===== src/rtl/lpm_pkg.sv =====
package lpm_pkg;
  typedef enum logic [2:0] {
    M_RUN     = 3'd0,
    M_SLEEP   = 3'd1,
    M_LPSLEEP = 3'd2,
    M_DEFER   = 3'd3,
    M_STOP    = 3'd4,
    M_STANDBY = 3'd5
  } lpm_mode_e;
endpackage


===== src/rtl/lpm_wake.sv =====
module lpm_wake #(
  parameter int NPIN = 3
) (
  input  logic            clk_i,
  input  logic            rst_ni,
  input  logic [NPIN-1:0] pin_i,
  input  logic [NPIN-1:0] pin_en_i,
  input  logic            rtc_alarm_i,
  input  logic            rtc_wake_i,
  input  logic            tamper_i,
  input  logic            tstamp_i,
  input  logic            cmp_evt_i,
  input  logic            ext_rst_i,
  input  logic            wdg_rst_i,
  output logic            flag_set_o,
  output logic            stop_src_o,
  output logic            sby_src_o
);
  logic [NPIN-1:0] arm, arm_q, edge_hit;

  // enable-while-high counts as an edge because the armed level is tracked
  for (genvar g = 0; g < NPIN; g++) begin : g_pin
    assign arm[g] = pin_i[g] & pin_en_i[g];
    always_ff @(posedge clk_i or negedge rst_ni) begin
      if (!rst_ni) arm_q[g] <= 1'b0;
      else         arm_q[g] <= arm[g];
    end
    assign edge_hit[g] = arm[g] & ~arm_q[g];
  end

  logic rtc_any;
  assign rtc_any    = rtc_alarm_i | rtc_wake_i | tamper_i | tstamp_i;
  assign flag_set_o = rtc_any | (|edge_hit);
  assign stop_src_o = rtc_any | cmp_evt_i;
  assign sby_src_o  = rtc_any | (|edge_hit) | ext_rst_i | wdg_rst_i;
endmodule


===== src/rtl/lpm_flags.sv =====
module lpm_flags #(
  parameter int CLR_LAT = 2
) (
  input  logic clk_i,
  input  logic rst_ni,
  input  logic por_ni,
  input  logic wuf_set_i,
  input  logic wuf_clr_i,
  input  logic sbf_set_i,
  input  logic sbf_clr_i,
  output logic wuf_o,
  output logic sbf_o
);
  localparam int PW = (CLR_LAT > 1) ? CLR_LAT - 1 : 1;

  logic [PW-1:0] clr_pipe;
  logic          wuf_q, sbf_q;

  always_ff @(posedge clk_i or negedge rst_ni) begin
    if (!rst_ni) begin
      clr_pipe <= '0;
      wuf_q    <= 1'b0;
    end else begin
      clr_pipe[0] <= wuf_clr_i;
      for (int i = 1; i < PW; i++) clr_pipe[i] <= clr_pipe[i-1];
      if (wuf_set_i)          wuf_q <= 1'b1;
      else if (clr_pipe[PW-1]) wuf_q <= 1'b0;
    end
  end

  // standby flag lives on the power-on reset only
  always_ff @(posedge clk_i or negedge por_ni) begin
    if (!por_ni)        sbf_q <= 1'b0;
    else if (sbf_set_i) sbf_q <= 1'b1;
    else if (sbf_clr_i) sbf_q <= 1'b0;
  end

  assign wuf_o = wuf_q;
  assign sbf_o = sbf_q;
endmodule


===== src/rtl/lpm_seq.sv =====
module lpm_seq
  import lpm_pkg::*;
(
  input  logic      clk_i,
  input  logic      rst_ni,
  input  logic      wfi_i,
  input  logic      wfe_i,
  input  logic      deep_i,
  input  logic      pds_i,
  input  logic      reg_lp_i,
  input  logic      veto_i,
  input  logic      busy_i,
  input  logic      irq_i,
  input  logic      evt_i,
  input  logic      stop_wake_i,
  input  logic      sby_wake_i,
  output lpm_mode_e mode_o,
  output logic      cpu_clk_en_o,
  output logic      flash_clk_en_o,
  output logic      core_off_o,
  output logic      osc_sel_o,
  output logic      osc_dflt_o,
  output logic      rst_req_o,
  output logic      sby_enter_o
);
  lpm_mode_e st_q, st_n;
  logic kind_q, kind_n;   // 1: entered by event wait
  logic sby_q, sby_n;
  logic osc_q, osc_n, dflt_q, dflt_n, rreq_q, rreq_n;
  logic kind_wake, req;
  lpm_mode_e deep_tgt;

  assign req       = wfi_i | wfe_i;
  assign kind_wake = kind_q ? evt_i : irq_i;
  assign deep_tgt  = sby_q ? M_STANDBY : M_STOP;

  always_comb begin
    st_n   = st_q;
    kind_n = kind_q;
    sby_n  = sby_q;
    osc_n  = 1'b0;
    dflt_n = 1'b0;
    rreq_n = 1'b0;
    case (st_q)
      M_RUN: if (req) begin
        kind_n = ~wfi_i;
        sby_n  = pds_i;
        if (!deep_i)     st_n = reg_lp_i ? M_LPSLEEP : M_SLEEP;
        else if (!veto_i) st_n = busy_i ? M_DEFER : (pds_i ? M_STANDBY : M_STOP);
      end
      M_SLEEP, M_LPSLEEP: if (kind_wake) st_n = M_RUN;
      M_DEFER: begin
        if (veto_i)       st_n = M_RUN;
        else if (!busy_i) st_n = deep_tgt;
      end
      M_STOP: if (stop_wake_i || kind_wake) begin
        st_n  = M_RUN;
        osc_n = 1'b1;
      end
      M_STANDBY: if (sby_wake_i) begin
        st_n   = M_RUN;
        osc_n  = 1'b1;
        dflt_n = 1'b1;
        rreq_n = 1'b1;
      end
      default: st_n = M_RUN;
    endcase
  end

  always_ff @(posedge clk_i or negedge rst_ni) begin
    if (!rst_ni) begin
      st_q   <= M_RUN;
      kind_q <= 1'b0;
      sby_q  <= 1'b0;
      osc_q  <= 1'b0;
      dflt_q <= 1'b0;
      rreq_q <= 1'b0;
    end else begin
      st_q   <= st_n;
      kind_q <= kind_n;
      sby_q  <= sby_n;
      osc_q  <= osc_n;
      dflt_q <= dflt_n;
      rreq_q <= rreq_n;
    end
  end

  assign mode_o         = st_q;
  assign cpu_clk_en_o   = (st_q == M_RUN);
  assign flash_clk_en_o = (st_q == M_RUN) || (st_q == M_SLEEP) || (st_q == M_DEFER);
  assign core_off_o     = (st_q == M_STANDBY);
  assign osc_sel_o      = osc_q;
  assign osc_dflt_o     = dflt_q;
  assign rst_req_o      = rreq_q;
  assign sby_enter_o    = (st_n == M_STANDBY) && (st_q != M_STANDBY);
endmodule


===== src/rtl/lpm_ctrl.sv =====
module lpm_ctrl
  import lpm_pkg::*;
#(
  parameter int NPIN    = 3,
  parameter int NPEND   = 6,
  parameter int CLR_LAT = 2
) (
  input  logic             clk_i,
  input  logic             rst_ni,
  input  logic             por_ni,
  input  logic             wfi_i,
  input  logic             wfe_i,
  input  logic             deep_sleep_i,
  input  logic             pwr_down_sel_i,
  input  logic             reg_lp_i,
  input  logic [NPEND-1:0] pend_i,
  input  logic             flash_busy_i,
  input  logic             bus_busy_i,
  input  logic             irq_i,
  input  logic             evt_i,
  input  logic [NPIN-1:0]  wk_pin_i,
  input  logic [NPIN-1:0]  wk_pin_en_i,
  input  logic             rtc_alarm_i,
  input  logic             rtc_wake_i,
  input  logic             tamper_i,
  input  logic             tstamp_i,
  input  logic             cmp_evt_i,
  input  logic             wdg_rst_i,
  input  logic             ext_rst_i,
  input  logic             clr_wuf_i,
  input  logic             clr_sbf_i,
  output logic [2:0]       mode_o,
  output logic             cpu_clk_en_o,
  output logic             flash_clk_en_o,
  output logic             core_off_o,
  output logic             osc_msi_sel_o,
  output logic             msi_default_o,
  output logic             rst_req_o,
  output logic             wuf_o,
  output logic             sbf_o
);
  logic flag_set, stop_src, sby_src, sby_enter;
  lpm_mode_e mode;

  lpm_wake #(.NPIN(NPIN)) u_wake (
    .clk_i       (clk_i),
    .rst_ni      (rst_ni),
    .pin_i       (wk_pin_i),
    .pin_en_i    (wk_pin_en_i),
    .rtc_alarm_i (rtc_alarm_i),
    .rtc_wake_i  (rtc_wake_i),
    .tamper_i    (tamper_i),
    .tstamp_i    (tstamp_i),
    .cmp_evt_i   (cmp_evt_i),
    .ext_rst_i   (ext_rst_i),
    .wdg_rst_i   (wdg_rst_i),
    .flag_set_o  (flag_set),
    .stop_src_o  (stop_src),
    .sby_src_o   (sby_src)
  );

  lpm_seq u_seq (
    .clk_i          (clk_i),
    .rst_ni         (rst_ni),
    .wfi_i          (wfi_i),
    .wfe_i          (wfe_i),
    .deep_i         (deep_sleep_i),
    .pds_i          (pwr_down_sel_i),
    .reg_lp_i       (reg_lp_i),
    .veto_i         (|pend_i),
    .busy_i         (flash_busy_i | bus_busy_i),
    .irq_i          (irq_i),
    .evt_i          (evt_i),
    .stop_wake_i    (stop_src),
    .sby_wake_i     (sby_src),
    .mode_o         (mode),
    .cpu_clk_en_o   (cpu_clk_en_o),
    .flash_clk_en_o (flash_clk_en_o),
    .core_off_o     (core_off_o),
    .osc_sel_o      (osc_msi_sel_o),
    .osc_dflt_o     (msi_default_o),
    .rst_req_o      (rst_req_o),
    .sby_enter_o    (sby_enter)
  );

  lpm_flags #(.CLR_LAT(CLR_LAT)) u_flags (
    .clk_i     (clk_i),
    .rst_ni    (rst_ni),
    .por_ni    (por_ni),
    .wuf_set_i (flag_set),
    .wuf_clr_i (clr_wuf_i),
    .sbf_set_i (sby_enter),
    .sbf_clr_i (clr_sbf_i),
    .wuf_o     (wuf_o),
    .sbf_o     (sbf_o)
  );

  assign mode_o = mode;
endmodule


===== config.mk =====
export PLATFORM = sky130hd
export DESIGN_NAME = lpm_ctrl
export DESIGN_NICKNAME = d
export VERILOG_FILES = /design/src/rtl/lpm_pkg.sv /design/src/rtl/lpm_wake.sv /design/src/rtl/lpm_flags.sv /design/src/rtl/lpm_seq.sv /design/src/rtl/lpm_ctrl.sv
export SDC_FILE = /design/constraint.sdc
export NUM_CORES = 1
export LEC_CHECK = 0
export CORE_AREA = 3 3 40 42
export CTS_BUF_LIST = sky130_fd_sc_hd__clkbuf_16
export DETAILED_ROUTE_END_ITERATION = 8
export DIE_AREA = 0 0 43 45
export DONT_BUFFER_PORTS = 1
export PLACE_DENSITY = 0.69
export SETUP_SLACK_MARGIN = 0.15
export SLEW_MARGIN = 30
export SYNTH_ARGS = -nofsm -noshare
export SYNTH_HDL_FRONTEND = slang
export SYNTH_SLANG_ARGS = --single-unit

===== constraint.sdc =====
create_clock -name clk_i -period 1.7 [get_ports clk_i]
set_input_delay 0.34 -clock clk_i [delete_from_list [all_inputs] [get_ports clk_i]]
set_output_delay 0.34 -clock clk_i [all_outputs]
set_load 0.1 [all_outputs]

==> impl_summary.txt <==
----------------------------------------------------
[Outcome]
  Result of the run ... completed

[Cells and area]
  Final net count ... 130
  Signed area change from the synthesized netlist to the final layout ... 48.0%
  ANT cells ... 0
  Number of fill cells ... 66
  Ratio of cells with drive above 1 in the final layout ... 0.448
  Final core utilization ... 0.850
  Most common cell after layout, fill and taps aside ... sky130_fd_sc_hd__buf_4
  Most frequent cells in the layout ... sky130_fd_sc_hd__buf_4, sky130_fd_sc_hd__dfrtp_1, sky130_fd_sc_hd__inv_1

[Routing]
  Residual antenna-violating net count after detailed routing ... 0
  Post-route DRC violation count ... 0
  Final wirelength ... 2.14 mm
  Via-to-Cell Ratio ... 6.41
  Routed wire per std cell ... 19.3 µm
  DR pass1 iterations ... 4
  Detailed router's first-iteration violation count ... 30
  Via count ... 711

[Yosys]
  Synthesis-stage register bit count ... 13
  Post-Syn Area per Cell ... 9.98 µm²
  Warning count from the yosys run ... 0
  Instance count of the mapped netlist ... 74
  Share of flip-flops with an asynchronous set or reset ... 1.00
  Primary FF master, synth ... sky130_fd_sc_hd__dfrtp_1
  Syn Std Cell Area ... 738 µm²
  Yosys cell types ... 34
  Synthesized net count ... 107
  Register area share after synthesis ... 0.441
  EDFF count, synth ... 0

[Setup path]
  Worst reg-to-reg path cell count ... 5
  Endpoint type of the worst setup path ... output pin
  Critical Setup Path Class ... reg -> out
  Slowest cell on the critical path ... sky130_fd_sc_hd__dfrtp_4
  Critical path startpoint category ... flop
  Slowest cell delay on critical path ... 540 ps
  Critical Path RT ... 1360 ps
  Critical path fanouts, max ... 8
  Worst path arrival time ... 1270 ps
  Worst path cell trace ... nor2b_4 -> nand2_4 -> clkinvlp_4 -> buf_12
  Reg2Reg Setup Slack ... 110 ps

[Timing]
  Min cycle time layout ... 1610 ps
  Worst clock skew ... 2.00 ps
  Least-Margin Pin Slew ... 586 ps
  Number of failing hold endpoints at the final stage ... 0
  Maximum achievable frequency ... 0.620 GHz
  Ratio of final minimum period to clock period ... 0.949
  Slew HR ... 0.608
  Final count of pins violating max slew ... 0
  RSZ-0062 raised after global routing ... yes
  Sum of negative setup slack ... 0 ps
  Count of endpoints failing setup in the final report ... 0

[Global route]
  Antenna violations before repair ... 0
  Vias in the first global route ... 711
  Largest net degree at the start of global routing ... 13
  All-Layer GR Usage ... 0.235
  Total gr overflow ... 0
  Met1 Usage GRT ... 0.296
  First-pass GRT wire length ... 3.30 mm
  Met3 track demand over resource in global routing ... 0.0797
  Met2 global-route usage ... 0.383
  Top Usage Layer GRT ... met2

[Clock network]
  Clock buffer count from CTS ... 3
  Clock-pin slew of the registers on the worst-case setup and hold paths ... 50 ps
  Worst-case clock buffer depth ... 2
  Clk_lat worst skew ... 240 ps
  # H-tree levels ... 1
  Clock tree from TritonCTS ... built
  TritonCTS sink count ... 13
  Clock Tree Root ... sky130_fd_sc_hd__clkbuf_16

[Job]
  Maxcap violations ... 0

[Placed design]
  Sum of net half-perimeters after detailed placement ... 1.29 mm
  Routability congestion estimate from global placement ... 0.911
  Port Buffer Count ... 0

[Floorplan]
  Top-level port count ... 44
  Width of the die ... 43 µm
  Starting density of the core ... 0.574
  Area of the placeable core ... 1280 µm²
  Row count ... 13
  Die area ... 1940 µm²
  Height of the chip ... 45 µm

[Hold path]
  Worst hold path depth ... 0
  Class of the tightest hold or removal check ... in -> reg

[Power]
  PD cells ... 1790 nW/µm²
  Largest voltage drop on the vdd net ... 1.41 mV
  Static leakage ... 0.464 nW

----------------------------------------------------
[final timing paths]
kind / start / endpoint
setup / recovery: u_seq.mode_o[1]$_DFF_PN0_ / core_off_o
hold / removal: clr_wuf_i / u_flags.clr_pipe$_DFF_PN0_
setup reg to reg: u_seq.mode_o[0]$_DFF_PN0_ / u_flags.sbf_o$_DFFE_PN0P_
hold reg to reg: u_flags.wuf_o$_DFFE_PN0P_ / u_flags.wuf_o$_DFFE_PN0P_
max in group asynchronous: rst_ni / u_seq.mode_o[0]$_DFF_PN0_
min in group asynchronous: por_ni / u_flags.sbf_o$_DFFE_PN0P_
[worst max-delay path: cells and delay by family, from the launching register on]
family        cells  cell delay, ps
simple gates      2             250
flops             1             540
buf+inv           2             240
[synth_stat cells (all sizes together) (2+ instances only)]
cell type / number / area, µm²
nand2b: 2 / 20.0
a2111oi: 2 / 36.3
dfrtp: 13 / 325
or3: 2 / 17.5
nor4b: 2 / 17.5
buf: 3 / 23.8
o21ai: 2 / 10.0
nand3b: 2 / 15.0
nand2: 4 / 15.0
nand3: 2 / 10.0
and2: 2 / 12.5
mux2: 3 / 33.8
nor3: 3 / 20.0
o2111ai: 2 / 17.5
a21oi: 5 / 28.8
nor2: 5 / 18.8
nor4: 2 / 12.5
o22ai: 4 / 31.3
inv: 8 / 30.0
[per-stage QoR]
step           setup WS [ps]  hold WS (ps)  power [mW]  instance area [µm²]  std cells
6_report                86.4           127        1.95                 1090        111
5_1_grt                 33.4           120        2.01                 1090        111
4_1_cts                  100           125        1.86                 1040        109
3_5_place_dp            68.4          44.4        1.29                  880         96
3_3_place_gp            87.9          44.4        1.29                  880         96
2_1_floorplan           -580          44.4        1.17                  778         74
[sequential cells by signal, indices dropped and copies added, names as in the netlist]
register          flops
u_seq.rst_req_o       1
u_seq.sby_q           1
u_seq.osc_sel_o       1
u_flags.sbf_o         1
u_flags.clr_pipe      1
u_seq.mode_o          3
u_wake.arm_q          3
u_flags.wuf_o         1
u_seq.kind_q          1
[repair_timing]
action / CTS / global route
endpoints found under the setup margin: 4 / 7
hold buffers: 2 / 0
gates resized for setup: 3 / 7
pin swaps: 1 / 0
endpoints found under the hold margin: 13 / 0
setup buffers: 7 / 2
[cell type report]
class | count | area, µm² | area share
Clock buffer | 3 | 75.1 | 0.0687
Timing Repair Buffer | 21 | 216 | 0.198
Clock inverter | 1 | 5.00 | 0.00458
Inverter | 8 | 33.8 | 0.0309
Tap cell | 15 | 18.8 | 0.0172
Sequential cell | 13 | 338 | 0.309
Multi-Input combinational cell | 50 | 405 | 0.371
[report_power, final]
group          switching (mW)  leakage (nW)  internal, mW
Sequential             0.0953         0.158         0.381
Clock                   0.130        0.0409         0.313
Combinational           0.650         0.265         0.383
Total                   0.875         0.464          1.08
[routing by layer]
layer	part of all wire	routed length (µm)	up-vias
li1	-	-	315
met1	0.39	846	342
met2	0.49	1060	48
met3	0.096	206	6
met4	0.016	34	0
met5	0	0	-
[logic make-up after synthesis]
family,share of synthesized area
multiplexers,0.0458
AND/OR/NAND/NOR,0.254
AO/OA/AOI/OAI,0.186
flip-flops,0.441
buffers and inverters,0.0729
Power figures use the tool's default switching activity.
